### src/rtl/pl_slave_pkg.sv
package pl_slave_pkg;
  localparam int BYTE_W = 8;
  localparam int ADDR_W = 4;
  localparam logic [BYTE_W-1:0] SYNC_BYTE = 8'h55;
  localparam logic [BYTE_W-1:0] SLEEP_ID  = 8'h3C;
  localparam logic [BYTE_W-1:0] TOGGLE_ID = 8'hFE;
  localparam logic [1:0] CMD_WRITE = 2'b01;
  localparam logic [1:0] CMD_READ  = 2'b00;
  localparam logic [1:0] CMD_RCHG  = 2'b10;

  typedef enum logic [2:0] {
    S_IDLE, S_SYNC, S_PID, S_DATA, S_CKSUM, S_RESP_D, S_RESP_C
  } parse_st_t;

  typedef enum logic [1:0] { K_WRITE, K_SLEEP, K_TOGGLE } frame_kind_t;

  function automatic logic [BYTE_W-1:0] fold_sum(input logic [BYTE_W-1:0] a,
                                                  input logic [BYTE_W-1:0] b);
    logic [BYTE_W:0]   s;
    logic [BYTE_W-1:0] r;
    s = {1'b0, a} + {1'b0, b};
    r = s[BYTE_W-1:0] + {{(BYTE_W-1){1'b0}}, s[BYTE_W]};
    return ~r;
  endfunction

  function automatic logic pid_ok(input logic [BYTE_W-1:0] p);
    return (p[6] == (p[0] ^ p[1] ^ p[2] ^ p[4])) &&
           (p[7] == ~(p[1] ^ p[3] ^ p[4] ^ p[5]));
  endfunction
endpackage

### src/rtl/pl_break_det.sv
module pl_break_det #(
  parameter int BREAK_BITS = 13
) (
  input  logic clk,
  input  logic rst,
  input  logic line_rx,
  input  logic bit_tick,
  output logic brk_seen
);
  localparam int CNT_W = $clog2(BREAK_BITS + 1);
  localparam logic [CNT_W-1:0] LAST = CNT_W'(BREAK_BITS - 1);
  localparam logic [CNT_W-1:0] FULL = CNT_W'(BREAK_BITS);

  logic [CNT_W-1:0] low_cnt;

  always_ff @(posedge clk) begin
    if (rst) begin
      low_cnt  <= '0;
      brk_seen <= 1'b0;
    end else begin
      brk_seen <= 1'b0;
      if (line_rx) begin
        low_cnt <= '0;
      end else if (bit_tick && low_cnt != FULL) begin
        low_cnt <= low_cnt + 1'b1;
        if (low_cnt == LAST) brk_seen <= 1'b1;
      end
    end
  end
endmodule

### src/rtl/pl_chg_capture.sv
module pl_chg_capture #(
  parameter int WIDTH = 8
) (
  input  logic             clk,
  input  logic             rst,
  input  logic             clr,
  input  logic [WIDTH-1:0] pins,
  output logic [WIDTH-1:0] level,
  output logic [WIDTH-1:0] report
);
  logic [WIDTH-1:0] prev;

  for (genvar i = 0; i < WIDTH; i++) begin : g_bit
    logic seen, held;
    always_ff @(posedge clk) begin
      if (rst) begin
        level[i] <= 1'b0;
        prev[i]  <= 1'b0;
        seen     <= 1'b0;
        held     <= 1'b0;
      end else begin
        level[i] <= pins[i];
        prev[i]  <= level[i];
        if (clr) begin
          seen <= 1'b0;
        end else if (!seen && (level[i] != prev[i])) begin
          seen <= 1'b1;
          held <= level[i];
        end
      end
    end
    assign report[i] = seen ? held : level[i];
  end
endmodule

### src/rtl/pl_slave_frame.sv
module pl_slave_frame
  import pl_slave_pkg::*;
#(
  parameter int BREAK_BITS = 13
) (
  input  logic              clk,
  input  logic              rst,
  input  logic              line_rx,
  input  logic              bit_tick,
  input  logic              rx_valid,
  input  logic [BYTE_W-1:0] rx_byte,
  input  logic              rx_frame_err,
  input  logic [ADDR_W-1:0] node_id,
  input  logic [BYTE_W-1:0] pins_in,
  output logic [BYTE_W-1:0] pins_out,
  output logic              tx_valid,
  output logic [BYTE_W-1:0] tx_byte,
  input  logic              tx_ready,
  output logic              sleep_pulse,
  output logic              freq_pulse
);
  parse_st_t         st;
  frame_kind_t       kind;
  logic [BYTE_W-1:0] pid_q, dat_q, resp_ck;
  logic [BYTE_W-1:0] in_now, in_rep;
  logic              brk, chg_clr, hit, is_rd, is_rc;

  pl_break_det #(.BREAK_BITS(BREAK_BITS)) u_brk (
    .clk(clk), .rst(rst), .line_rx(line_rx), .bit_tick(bit_tick), .brk_seen(brk)
  );

  pl_chg_capture #(.WIDTH(BYTE_W)) u_cap (
    .clk(clk), .rst(rst), .clr(chg_clr), .pins(pins_in),
    .level(in_now), .report(in_rep)
  );

  always_comb begin
    hit     = pid_ok(rx_byte) && (rx_byte[ADDR_W-1:0] == node_id);
    is_rd   = hit && (rx_byte[5:4] == CMD_READ);
    is_rc   = hit && (rx_byte[5:4] == CMD_RCHG);
    chg_clr = (st == S_PID) && rx_valid && !rx_frame_err && !brk && (is_rd || is_rc);
  end

  always_ff @(posedge clk) begin
    if (rst) begin
      st          <= S_IDLE;
      kind        <= K_WRITE;
      pid_q       <= '0;
      dat_q       <= '0;
      resp_ck     <= '0;
      pins_out    <= '0;
      tx_valid    <= 1'b0;
      tx_byte     <= '0;
      sleep_pulse <= 1'b0;
      freq_pulse  <= 1'b0;
    end else begin
      sleep_pulse <= 1'b0;
      freq_pulse  <= 1'b0;
      case (st)
        S_RESP_D: if (tx_ready) begin
          tx_byte <= resp_ck;
          st      <= S_RESP_C;
        end
        S_RESP_C: if (tx_ready) begin
          tx_valid <= 1'b0;
          st       <= S_IDLE;
        end
        default: begin
          if (brk) begin
            st <= S_SYNC;
          end else if (rx_valid && rx_frame_err) begin
            st <= S_IDLE;
          end else if (rx_valid) begin
            case (st)
              S_SYNC: st <= (rx_byte == SYNC_BYTE) ? S_PID : S_IDLE;
              S_PID: begin
                pid_q <= rx_byte;
                st    <= S_IDLE;
                if (!pid_ok(rx_byte)) begin
                  st <= S_IDLE;
                end else if (rx_byte == SLEEP_ID) begin
                  kind <= K_SLEEP;
                  st   <= S_DATA;
                end else if (rx_byte == TOGGLE_ID) begin
                  kind <= K_TOGGLE;
                  st   <= S_DATA;
                end else if (hit && rx_byte[5:4] == CMD_WRITE) begin
                  kind <= K_WRITE;
                  st   <= S_DATA;
                end else if (is_rd || is_rc) begin
                  tx_valid <= 1'b1;
                  tx_byte  <= is_rd ? in_now : in_rep;
                  resp_ck  <= fold_sum(rx_byte, is_rd ? in_now : in_rep);
                  st       <= S_RESP_D;
                end
              end
              S_DATA: begin
                dat_q <= rx_byte;
                if (kind == K_SLEEP) begin
                  sleep_pulse <= (rx_byte == '0);
                  st          <= S_IDLE;
                end else if (kind == K_TOGGLE && rx_byte != '0) begin
                  st <= S_IDLE;
                end else begin
                  st <= S_CKSUM;
                end
              end
              S_CKSUM: begin
                st <= S_IDLE;
                if (rx_byte == fold_sum(pid_q, dat_q)) begin
                  if (kind == K_WRITE) pins_out <= dat_q;
                  if (kind == K_TOGGLE) freq_pulse <= 1'b1;
                end
              end
              default: st <= S_IDLE;
            endcase
          end
        end
      endcase
    end
  end
endmodule

### config.mk
export PLATFORM = sky130hd
export DESIGN_NAME = pl_slave_frame
export DESIGN_NICKNAME = d
export VERILOG_FILES = /design/src/rtl/pl_slave_pkg.sv /design/src/rtl/pl_break_det.sv /design/src/rtl/pl_chg_capture.sv /design/src/rtl/pl_slave_frame.sv
export SDC_FILE = /design/constraint.sdc
export NUM_CORES = 1
export LEC_CHECK = 0
export BUFFER_PORTS_ARGS = -buffer_cell sky130_fd_sc_hd__clkbuf_2
export CAP_MARGIN = 20
export CORE_MARGIN = 10
export CORE_UTILIZATION = 65
export CTS_CLUSTER_DIAMETER = 100
export DETAILED_ROUTE_END_ITERATION = 8
export PLACE_DENSITY = 0.86
export SYNTH_ARGS = -nofsm -noshare
export SYNTH_HDL_FRONTEND = slang
export SYNTH_HIERARCHICAL = 1
export SYNTH_SLANG_ARGS = --single-unit
### constraint.sdc
create_clock -name clk -period 9.4 [get_ports clk]
set_clock_uncertainty 0.1 [all_clocks]
set_input_delay 0.94 -clock clk [delete_from_list [all_inputs] [get_ports clk]]
set_output_delay 0.94 -clock clk [all_outputs]
set_load 0.02 [all_outputs]
### Word level (Yosys, flattened, before mapping)

Index checks and enable logic that the tools add are counted.

| storage, ports and cells | value |
|---|---|
| flip-flop bits (word level) | 85 |
| latch bits | 0 |
| memory bits (writable) | 0 |
| ROM bits | 0 |
| output and inout bits | 19 |
| word-level logic and storage cells | 230 |
| memories kept | 0 |

| cells by class | value |
|---|---|
| $add $sub $neg | 5 |
| multipliers | 0 |
| div/mod/pow operators | 0 |
| order comparisons | 0 |
| eq/ne operators | 39 |
| shift-type cells | 0 |
| muxes and demuxes | 51 |
| bitwise logic cells | 24 |
| reduce and logical (&&, ||, !) cells | 67 |

Operators with widths:

| operator | number |
|---|---|
| $mux 8 | 11 |
| $mux 3 | 12 |
| $reduce_and 11->1 | 2 |
| $logic_and 1x1->1 | 20 |
| $mux 1 | 20 |
| $add 8x8->9 | 2 |
| $add 8x1->8 | 2 |
| $ne 2x1->1 const B | 8 |
| $not 1->1 | 16 |
| $not 8->8 | 2 |
| $pmux 8 s2 | 1 |
| $reduce_and 2->1 | 8 |
| $reduce_bool 2->1 | 8 |
| $reduce_or 8->1 | 2 |
| $reduce_and 7->1 | 2 |
| $logic_not 1->1 | 10 |
| $reduce_and 10->1 | 1 |
| $reduce_and 5->1 | 2 |
| $eq 3x3->1 const B | 3 |
| $pmux 3 s3 | 1 |
| $eq 8x6->1 const B | 1 |
| $eq 8x7->1 const B | 1 |
| $eq 8x8->1 | 1 |
| $eq 8x8->1 const B | 1 |
| 24 further kinds | 49 |

### Depth between registers and ports, before layout

Gate-level depths: netlist (run 1).

| logic depth | value |
|---|---|
| depth in word-level cells | 19 |
| depth in mapped cells | 26 |
| mapped depth without buffers | 24 |

### Modules after synthesis

Netlist (run 1), hierarchy kept.

By module, submodules not included:

| module | times used | cells each | area an instance (sq um) |
|---|---|---|---|
| pl_slave_frame | 1 | 429 | 3475.8 |
| pl_chg_capture | 1 | 117 | 1253.7 |
| pl_break_det | 1 | 28 | 265.3 |

### Worst setup path after synthesis (run 1)

Ideal clock, no wire load.

| timing path | value |
|---|---|
| path type | in2reg |
| start | input rx_byte[1] |
| end | register resp_ck[6] |
| setup time | 70 ps |
| data arrival time | 5092 ps |
| data required time | 9230 ps |
| path slack | 4138 ps |
| stages on the path | 26 |
| buffers on the path | 2 |
| cell sequence | buf_2 inv_1 ha_1 xnor2_1 xnor2_1 or3b_4 or3_1 buf_2 mux2_1 ha_1 inv_1 fa_1 nor2b_1 o21ai_0 a21boi_0 o21ai_0 nand3b_1 a21o_1 ha_1 ha_1 nand2_1 nor2_1 nand3_1 xor2_1 nand2_1 a21oi_1 |

| on the way | value |
|---|---|
| longest elaborated chain between the ends | 12 |

Ends and longest elaborated chain:

| item | RTL line | text |
|---|---|---|
| start, declared | pl_slave_frame.sv:11 | `input logic [BYTE_W-1:0] rx_byte,` |
| $xor 1x1->1 (3 in a row) | pl_slave_pkg.sv:28 | `(p[7] == ~(p[1] ^ p[3] ^ p[4] ^ p[5]));` |
| $not 1->1 | pl_slave_pkg.sv:28 |  |
| $eq 1x1->1 | pl_slave_pkg.sv:28 |  |
| $logic_and 1x1->1 | pl_slave_pkg.sv:27 | `return (p[6] == (p[0] ^ p[1] ^ p[2] ^ p[4])) &&` |
| $logic_and 1x1->1 | pl_slave_frame.sv:38 | `hit = pid_ok(rx_byte) && (rx_byte[ADDR_W-1:0] == node_id);` |
| $logic_and 1x1->1 | pl_slave_frame.sv:39 | `is_rd = hit && (rx_byte[5:4] == CMD_READ);` |
| $mux 8 | pl_slave_frame.sv:93 | `resp_ck <= fold_sum(rx_byte, is_rd ? in_now : in_rep);` |
| $add 8x8->9 | pl_slave_pkg.sv:21 | `s = {1'b0, a} + {1'b0, b};` |
| $add 8x1->8 | pl_slave_pkg.sv:22 | `r = s[BYTE_W-1:0] + {{(BYTE_W-1){1'b0}}, s[BYTE_W]};` |
| $not 8->8 | pl_slave_pkg.sv:23 | `return ~r;` |
| end signal, assigned | pl_slave_frame.sv:93 |  |
| end, declared | pl_slave_frame.sv:24 | `logic [BYTE_W-1:0] pid_q, dat_q, resp_ck;` |

Parallel ways exist; a longest one is shown, timed or not.
A chain may end at the register's enable or synchronous reset.

### Worst setup path in the final report (run 1)

| timing path | value |
|---|---|
| start | input rx_byte[1] |
| end | register resp_ck[7] |

The elaborated chain is that of the path after synthesis.

==> flow_summary.json, run 1 <==
{
  "post_layout_nonfiller_instances": 712,
  "post_cts.resized_instances": 0,
  "cts_num_sinks": 85,
  "die-width_microns": 107.7,
  "antenna_violating_nets_post_route": 0,
  "yosysSeqAreaShare_pct": 34.07,
  "tritoncts": "yes",
  "ctsRootBufferMaster": "clkbuf_8",
  "synthesis_warnings": 6,
  "min_period_over_period_pct": 60.74,
  "num_antenna_cells": 0,
  "htree_num_levels": 3,
  "num_rows": 31,
  "crit_arrival_ns": 5.90,
  "hold_buffers": 0,
  "timing.final.setup_violations": 0,
  "drt_drc_violations_left": 0,
  "shortest_period_the_worst_path_allows_ns": 5.709,
  "grt_start_max_net_pins": 71,
  "insertion_delay_ns": 0.37,
  "synth_ff_type": "dfxtp_1",
  "layout-drive-gt1-share_pct": 15.33,
  "tightest_slew_ns": 0.7431,
  "detailroute.via_count": 4389,
  "first_pass_iters": 5,
  "post_synth_instance_area_sq_mm": 0.004995,
  "post-place-ws_ns": 3.526,
  "post-cts-setup-buffer-count": 0,
  "cts_buffer_depth": 2,
  "antenna_violations_before_repair": 0,
  "first_pass_grt_wire_length_microns": 20220,
  "maxClockFrequency_mhz": 175.2,
  "tns_ns": 0,
  "flow.area_growth_from_synthesis_pct": 8.592,
  "maxSlewHeadroom_pct": 50.46,
  "synth.distinct_cells": 66,
  "drv.max_cap_violation_count": 0,
  "endpoint_kind": "flip-flop",
  "io_buffer_count": 45,
  "net_count_synth": 631,
  "power.share.combinational_pct": 14.9,
  "grt.total_usage_pct": 21.40,
  "rsz_0062_raised_after_global_routing": "false",
  "synth-seq-cells": 85,
  "core_sq_mm": 0.007370,
  "critPathMaxFanout": 8,
  "cts.reportedPaths.clkPinSlew_ns": 0.09,
  "critical_path.cell_chain": "clkbuf_2, inv_1, ha_1, xnor2_1, xnor2_1, or3b_4, or3_1, mux2_1, ha_1, inv_1, fa_1, nor2b_1, o21ai_0, a21boi_0, o21ai_0, nand3b_1, a21o_1, ha_1, nand3_1, nor2_1, and3_1, a21oi_1, nand3b_1, a21oi_1",
  "drtIter0Drc": 355,
  "gate_count_after_technology_mapping": 574,
  "first_global_vias": 4247,
  "effective_utilization_at_floorplan_pct": 67.78,
  "place_inst": 695,
  "total_switching_power_w": 0.0002118,
  "async_reset_ff_share_pct": 0,
  "largest_incremental_delay_on_the_critical_path_ns": 0.51,
  "floorplan.die_area_sq_mm": 0.01159,
  "status": "completed",
  "io_pins": 46,
  "grt_overflow": 0,
  "internal_power_w": 0.0005222,
  "p_leak_nw": 2.174,
  "most_common_cell_on_crit_path": "ha_1",
  "critical_path.startpoint_type": "input port",
  "fin_total_pwr_w": 0.0007340,
  "final_net_count": 665,
  "synthesis.area_per_instance_sq_um": 8.702,
  "worst_slack_ns": 3.691,
  "maxSlewViolCount": 0,
  "vdd_ir_drop_max_mv": 0.07796,
  "timing_worst_setup_path_type": "input port to flip-flop",
  "die_height_microns": 107.7,
  "sw_frac_of_total_pct": 28.86,
  "synth_edf_count": 0,
  "number_of_hold_violations_in_the_final_report": 0,
  "p_seq_share_pct": 51.9,
  "postLayoutCoreUtil_pct": 73.60,
  "power_density_of_the_placed_cells_mw_per_mm2": 135.3,
  "cp.required_ns": 9.59,
  "detailed_place_hpwl_microns": 9062,
  "slowest_library_cell_on_the_worst_path": "or3_1",
  "wire_per_inst_microns": 17.26,
  "cts_buffers": 9,
  "drt-vias-per-instance": 6.164,
  "power.clock.fraction_pct": 33.2,
  "gp_congestion": 0.9491,
  "postRouteWirelength_microns": 12290,
  "hold_path.class": "flip-flop to flip-flop"
}
-- synthesized netlist by cell type (all sizes together), types with 3 or more instances --
cell type	number	area, sq um
a21o	7	52.55
and2	5	31.28
nand2b	6	45.04
xnor2	15	138.9
nor3	10	55.05
nand3	32	160.2
mux2i	18	180.2
ha	28	350.3
and3	5	31.28
inv	26	97.59
nand4	6	37.54
or3	4	25.02
o21a	10	75.07
mux2	15	168.9
clkbuf	14	52.55
dfxtp	85	1702
xor2	22	192.7
nor2	44	192.7
nor4b	4	35.03
buf	11	76.31
nor2b	21	131.4
nand2	41	153.9
a21oi	50	250.2
nor4	4	25.02
a211oi	5	37.54
or2	3	18.77
o21ai	36	180.2
o41ai	10	102.6
-- worst max-delay path, delay by kind of cell --
family | cells | cell delay (ns)
buf+inv | 3 | 0.40
mux | 1 | 0.30
compound gates | 6 | 1.00
fa+ha+maj | 4 | 1.03
xor+xnor | 2 | 0.32
simple gates | 8 | 1.91
-- per-layer routing --
layer / up-vias / global-route usage, % / share of wire, %
met4: 0 / 9.637 / 2.7
met3: 29 / 4.970 / 7.7
met2: 177 / 34.78 / 47
met1: 2060 / 26.28 / 42
li1: 2123 / - / -
met5: - / 0 / 0
-- cell families after synthesis --
kind of cell	after synthesis	share of synthesized area, %
simple gates	193	20.29
compound gates	142	18.29
flops	85	34.07
buf+inv	51	4.534
xor+xnor	40	8.016
mux	33	6.989
fa+ha+maj	30	7.816
-- sequential cells by signal, indices dropped and copies added (netlist names), 2 cells and up --
signal	cells
dat_q	8
kind	2
pid_q	8
pins_out	8
resp_ck	8
st	3
tx_byte	8
u_brk/low_cnt	4
u_cap/g_bit.held	8
u_cap/g_bit.seen	8
u_cap/level	8
u_cap/prev	8
-- final cells by class --
| type | count | area [sq um] |
|---|---|---|
| Fill cell | 541 | 1946 |
| Inverter | 26 | 97.59 |
| Multi-Input combinational cell | 438 | 3069 |
| Sequential cell | 85 | 1702 |
| Timing Repair Buffer | 48 | 247.7 |
| Clock inverter | 6 | 46.29 |
| Clock buffer | 10 | 137.6 |
| Tap cell | 99 | 123.9 |
-- power by group through the flow --
stage               sequential, W  combinational, W  clock, W
finish                   0.000381          0.000110  0.000244
global route             0.000382          0.000119  0.000261
CTS                      0.000380          0.000107  0.000246
detailed placement       0.000389          0.000106         0
global placement         0.000388          0.000101         0
floorplan                0.000386         0.0000812         0
-- metrics by stage --
| step | area (sq um) | hold slack [ns] |
|---|---|---|
| finish | 5424 | 0.3558 |
| floorplan | 4995 | 0.3358 |
| global placement | 5233 | 0.3337 |
| global route | 5424 | 0.3853 |
| detailed placement | 5233 | 0.3472 |
| CTS | 5416 | 0.3603 |
-- cell usage in the layout, fill, tap and decap left out, types with 6 or more instances in the layout --
cell type / count
mux2_2: 8
xnor2_1: 14
o41ai_1: 8
mux2_1: 7
ha_1: 28
nor3_1: 9
clkbuf_2: 45
nand2_1: 41
a21o_1: 7
a21oi_1: 50
inv_1: 26
clkbuf_8: 10
xor2_1: 22
nand4_1: 6
o21ai_1: 9
o21ai_0: 27
nor2_1: 34
dfxtp_1: 85
nor2_2: 9
nand3_1: 32
o21a_1: 10
mux2i_1: 18
nor2b_1: 21
-- path summary, 6_finish.rpt --
kind	start	endpoint	slack, ns	depth (start not counted)
worst max register to register	dat_q[0]$_SDFFE_PP0P_	pins_out[3]$_SDFFE_PP0P_	4.77	17
worst min-delay path	tx_byte[3]$_SDFFE_PP0P_	tx_byte[3]$_SDFFE_PP0P_	0.36	2
worst max-delay path	rx_byte[1]	resp_ck[7]$_SDFFE_PP0P_	3.69	24
worst min register to register	tx_byte[3]$_SDFFE_PP0P_	tx_byte[3]$_SDFFE_PP0P_	0.36	2
Note: power is estimated with default switching activity, not from simulation.
==> run 2: changes to the inputs <==
Settings changed: CORE_UTILIZATION 65 to 54, PLACE_DENSITY 0.86 to 0.76.
Clock period 9.4 ns to 4.9 ns, I/O delays scaled along.
==> run 2 against run 1 <==
Clock power increased to 2.5 times the previous value. Critical path depth increased by 1. Wire length increased by 4.3%. Global-route usage decreased by 2.3 points. Largest cell class unchanged. Critical path type unchanged. Non-clock buffer count increased by 17. Register-to-register slack got worse by 4.4 ns.
==> flow_summary.json, run 2 (synthesized netlist as in run 1, its figures left out) <==
{
  "reg2reg_slack_ns": 0.37,
  "endpoint_kind": "flip-flop",
  "cts_buffers": 9,
  "cts_num_sinks": 85,
  "tritoncts": "yes",
  "fill_cells": 762,
  "p_leak_nw": 2.285,
  "core_sq_mm": 0.009109,
  "io_pins": 46,
  "met2_wire_length_microns": 6324,
  "vdd_ir_drop_max_mv": 0.1581,
  "insertion_delay_ns": 0.36,
  "crit_arrival_ns": 4.83,
  "die_height_microns": 116.2,
  "maxClockFrequency_mhz": 215.4,
  "min_period_over_period_pct": 94.76,
  "maxSlewHeadroom_pct": 21.97,
  "num_rows": 35,
  "antenna_violations_before_repair": 0,
  "ctsRootBufferMaster": "clkbuf_8",
  "grt_overflow": 0,
  "hold_path.class": "input port to flip-flop",
  "top_metal_used": "met4",
  "final_cell_area_sq_mm": 0.005637,
  "status": "completed",
  "timing_worst_setup_path_type": "input port to flip-flop",
  "p_seq_share_pct": 46.5,
  "floorplan.die_area_sq_mm": 0.01350,
  "grt_start_max_net_pins": 71,
  "detailed_place_hpwl_microns": 9421,
  "first_pass_iters": 5,
  "effective_utilization_at_floorplan_pct": 54.84,
  "hold_buffers": 0,
  "critical_path.startpoint_type": "input port",
  "rsz_0062_raised_after_global_routing": "false",
  "drv.max_cap_violation_count": 0,
  "die-width_microns": 116.2,
  "power_density_of_the_placed_cells_mw_per_mm2": 278.8,
  "antenna_violating_nets_post_route": 0,
  "postRouteWirelength_microns": 12820,
  "io_buffer_count": 45,
  "htree_num_levels": 3,
  "gp_congestion": 0.9751,
  "sw_frac_of_total_pct": 25.86,
  "final_net_count": 682,
  "slowest_library_cell_on_the_worst_path": "or3b_4",
  "timing.final.setup_violations": 0,
  "cts_buffer_depth": 2,
  "final_cell_mix": "dfxtp_1 (85), a21oi_1 (50), clkbuf_2 (45)",
  "drtIter0Drc": 359,
  "flow.area_growth_from_synthesis_pct": 12.85,
  "mostFrequentLayoutCell": "dfxtp_1",
  "first_pass_grt_wire_length_microns": 20790,
  "num_antenna_cells": 0,
  "total_placed_instance_area_sq_mm": 0.005383,
  "shortest_period_the_worst_path_allows_ns": 4.643,
  "detailroute.via_count": 4466,
  "total_switching_power_w": 0.0004064,
  "largest_incremental_delay_on_the_critical_path_ns": 0.38,
  "power.clock.fraction_pct": 38.9,
  "first_global_vias": 4236,
  "met3RoutedLength_microns": 781,
  "number_of_hold_violations_in_the_final_report": 0,
  "wl_met1_microns": 5441,
  "maxSlewViolCount": 0,
  "tightest_slew_ns": 1.170,
  "timing.hold.ws_ns": 0.2303,
  "power.share.combinational_pct": 14.6,
  "cts.reportedPaths.clkPinSlew_ns": 0.09,
  "critPathMaxFanout": 3,
  "grt.total_usage_pct": 19.15,
  "cp.required_ns": 5.09,
  "drt_drc_violations_left": 0,
  "layout-drive-gt1-share_pct": 17.81,
  "internal_power_w": 0.001165,
  "most_common_cell_on_crit_path": "ha_1",
  "wire_per_inst_microns": 17.32,
  "drt-vias-per-instance": 6.035
}
run 2: path summary, 6_finish.rpt:
path / to / cells past startpoint / from
setup / recovery: resp_ck[6]$_SDFFE_PP0P_ / 25 / rx_byte[0]
hold / removal: u_brk/low_cnt[2]$_SDFFE_PP0P_ / 2 / line_rx
setup reg to reg: pins_out[5]$_SDFFE_PP0P_ / 17 / dat_q[0]$_SDFFE_PP0P_
hold reg to reg: tx_byte[2]$_SDFFE_PP0P_ / 2 / tx_byte[2]$_SDFFE_PP0P_
run 2: what timing repair did:
action                     4_1_cts  5_1_grt
setup endpoints to repair        0       12
gates resized for setup          0        4
setup buffers                    0        0
hold endpoints to repair         0        0
run 2: power by group through the flow:
stage / combinational, W / sequential (W) / clock (W)
finish: 0.000230 / 0.000730 / 0.000612
CTS: 0.000224 / 0.000730 / 0.000621
floorplan: 0.000156 / 0.000740 / 0
detailed placement: 0.000221 / 0.000746 / 0
global placement: 0.000214 / 0.000745 / 0
global route: 0.000250 / 0.000733 / 0.000655
run 2: metal layers:
layer  GRT usage (%)  vias up
met5               0        -
met4           7.339        0
met3           3.236       21
met2           32.69      164
met1           23.58     2133
li1                -     2148
run 2: final cells by class:
type | count | area [sq um] | area share (%)
multi-input cells | 438 | 3078 | 54.61
clock inverters | 5 | 107.6 | 1.909
inverters | 26 | 97.59 | 1.731
well taps | 111 | 138.9 | 2.464
clock buffers | 10 | 137.6 | 2.442
repair buffers | 65 | 375.4 | 6.659
flip-flops and latches | 85 | 1702 | 30.19
run 2: critical path, delay by kind of cell:
family / cells / cell delay (ns)
fa+ha+maj: 5 / 1.13
mux: 1 / 0.36
xor+xnor: 3 / 0.44
simple gates: 8 / 1.25
compound gates: 5 / 0.89
buf+inv: 3 / 0.27
run 2: metrics by stage:
stage | setup TNS [ns] | power (W) | setup WS [ns] | std cells | utilization [%]
detailed placement | -0.1428 | 0.0009671 | -0.08373 | 725 | 59.09
global placement | 0 | 0.0009585 | 0.1221 | 725 | 59.09
CTS | 0 | 0.001575 | 0.2776 | 740 | 61.79
finish | 0 | 0.001571 | 0.2568 | 740 | 61.88
global route | 0 | 0.001638 | 0.01986 | 740 | 61.88
floorplan | 0 | 0.0008958 | 0.08754 | 574 | -
==> run 3: changes to the inputs <==
Settings changed: CELL_PAD_IN_SITES_DETAIL_PLACEMENT from default to 2, CELL_PAD_IN_SITES_GLOBAL_PLACEMENT from default to 2, CORE_UTILIZATION 54 to 33, PLACE_DENSITY 0.76 to default, PLACE_DENSITY_LB_ADDON from default to 0.1.
==> run 3 against run 2 <==
Die area grew 52%. Via count decreased by 0.18%. Sequential share of layout area shrank 1.4 points. Critical path depth did not move. Combinational power rose by 8.7%. Global-route usage is 2.7 points lower. Register-to-register slack better by 0.18 ns. Wire length increased by 25%. Worst setup slack gained 0.045 ns. Non-clock buffer count up 12. Critical path type unchanged. Largest cell class unchanged.
==> flow_summary.json, run 3 (synthesized netlist as in run 1, its figures left out) <==
{
  "status": "completed",
  "maxClockFrequency_mhz": 217.5,
  "fin_total_pwr_w": 0.001682,
  "cts.reportedPaths.clkPinSlew_ns": 0.07,
  "grt_start_max_net_pins": 42,
  "insertion_delay_ns": 0.35,
  "io_buffer_count": 45,
  "num_antenna_cells": 0,
  "effective_utilization_at_floorplan_pct": 33.98,
  "slowest_library_cell_on_the_worst_path": "or3b_4",
  "die-width_microns": 143.0,
  "hold_path.class": "input port to flip-flop",
  "endpoint_kind": "flip-flop",
  "tritoncts": "yes",
  "drtIter0Drc": 189,
  "final_cell_area_sq_mm": 0.005902,
  "tns_ns": 0,
  "vdd_ir_drop_max_mv": 0.1369,
  "maxSlewHeadroom_pct": 55.72,
  "cts_num_sinks": 85,
  "post-cts-setup-buffer-count": 0,
  "timing_worst_setup_path_type": "input port to flip-flop",
  "timing.final.setup_violations": 0,
  "detailroute.via_count": 4458,
  "num_rows": 44,
  "first_pass_iters": 4,
  "power_density_of_the_placed_cells_mw_per_mm2": 285.0,
  "rsz_0062_raised_after_global_routing": "false",
  "floorplan.die_area_sq_mm": 0.02046,
  "tightest_slew_ns": 0.6641,
  "flow.area_growth_from_synthesis_pct": 18.16,
  "drv.max_cap_violation_count": 0,
  "shortest_period_the_worst_path_allows_ns": 4.598,
  "io_pins": 46,
  "detailed_place_hpwl_microns": 12460,
  "grt_overflow": 0,
  "largest_incremental_delay_on_the_critical_path_ns": 0.41,
  "min_period_over_period_pct": 93.83,
  "crit_arrival_ns": 4.77,
  "most_common_cell_on_crit_path": "ha_1",
  "antenna_violating_nets_post_route": 0,
  "grt.total_usage_pct": 16.40,
  "total_placed_instance_area_sq_mm": 0.005564,
  "htree_num_levels": 3,
  "drt-vias-per-instance": 5.404,
  "maxSlewViolCount": 0,
  "die_height_microns": 143.0,
  "first_pass_grt_wire_length_microns": 26480,
  "cts_buffer_depth": 2,
  "final_net_count": 694,
  "core_sq_mm": 0.01470,
  "gp_congestion": 0.8191,
  "p_leak_nw": 2.375,
  "critical_path.startpoint_type": "input port",
  "cts_buffers": 9,
  "antenna_violations_before_repair": 0,
  "postRouteWirelength_microns": 16010,
  "ctsRootBufferMaster": "clkbuf_16",
  "first_global_vias": 4904,
  "final_cell_mix": "dfxtp_1 (85), a21oi_1 (49), clkbuf_2 (45)",
  "layout-drive-gt1-share_pct": 20.44,
  "critPathMaxFanout": 4,
  "cp.required_ns": 5.07,
  "drt_drc_violations_left": 0,
  "wire_per_inst_microns": 19.41,
  "post_layout_nonfiller_instances": 825,
  "number_of_hold_violations_in_the_final_report": 0,
  "mostFrequentLayoutCell": "dfxtp_1",
  "place_inst": 810
}
[run 3: cell count changes in the layout (fill, tap and decap cells not counted), moves of 2 or more]
cell,change
clkbuf_16,+9
bufinv_16,-2
o21ai_2,+2
clkbuf_8,-9
buf_4,+12
[run 3: final timing paths]
kind	from	end	slack [ns]	cells past startpoint
max	rx_byte[0]	resp_ck[6]$_SDFFE_PP0P_	0.30	25
min	line_rx	u_brk/low_cnt[2]$_SDFFE_PP0P_	0.25	2
max reg2reg	dat_q[0]$_SDFFE_PP0P_	pins_out[1]$_SDFFE_PP0P_	0.55	17
min reg2reg	tx_byte[4]$_SDFFE_PP0P_	tx_byte[4]$_SDFFE_PP0P_	0.35	2
[run 3: cell type report]
class | count | area (sq um)
clock buffer | 11 | 242.7
clock inverter | 4 | 56.30
fill | 1652 | 8797
inverter | 26 | 97.59
multi-input combinational | 438 | 3108
sequential | 85 | 1702
tap | 184 | 230.2
timing repair buffer | 77 | 465.4
[run 3: critical path, delay by kind of cell]
family	cells	cell delay, ns
buffers and inverters	3	0.31
xor gates and xnor gates	3	0.48
muxes	1	0.35
AOI/OAI and AO/OA	5	0.73
adders and majority gates	5	1.17
and+or+nand+nor	8	1.24
[run 3: metal layers]
layer | track usage [%] | vias up | wire length (microns)
met3 | 4.312 | 8 | 735
met1 | 21.96 | 2218 | 7810
met5 | 0 | - | 0
li1 | - | 2178 | -
met4 | 3.420 | 0 | 116
met2 | 25.89 | 54 | 7352
[run 3: through the flow]
stage / hold slack (ns) / worst slack (ns) / utilization (%)
after floorplan: 0.3358 / 0.08754 / -
after global routing: 0.2428 / 0.03978 / 40.15
final: 0.2547 / 0.3022 / 40.15
after CTS: 0.2432 / 0.02252 / 39.89
after global placement: 0.3396 / -0.02218 / 37.85
after detailed placement: 0.3448 / -0.3358 / 37.85
[run 3: repair_timing]
action                                 CTS  global route
gates resized for setup                  1            12
setup endpoints to repair                1            14
pin swaps                                0             1
hold buffers                             0             0
endpoints found under the hold margin    0             0
[run 3: report_power, final]
part           total (W)  internal, W  leakage [nW]  switching, W
registers       0.000731     0.000710         0.692     0.0000214
logic           0.000250     0.000113          1.54      0.000137
clock network   0.000701     0.000411         0.147      0.000290
total            0.00168      0.00123          2.38      0.000448
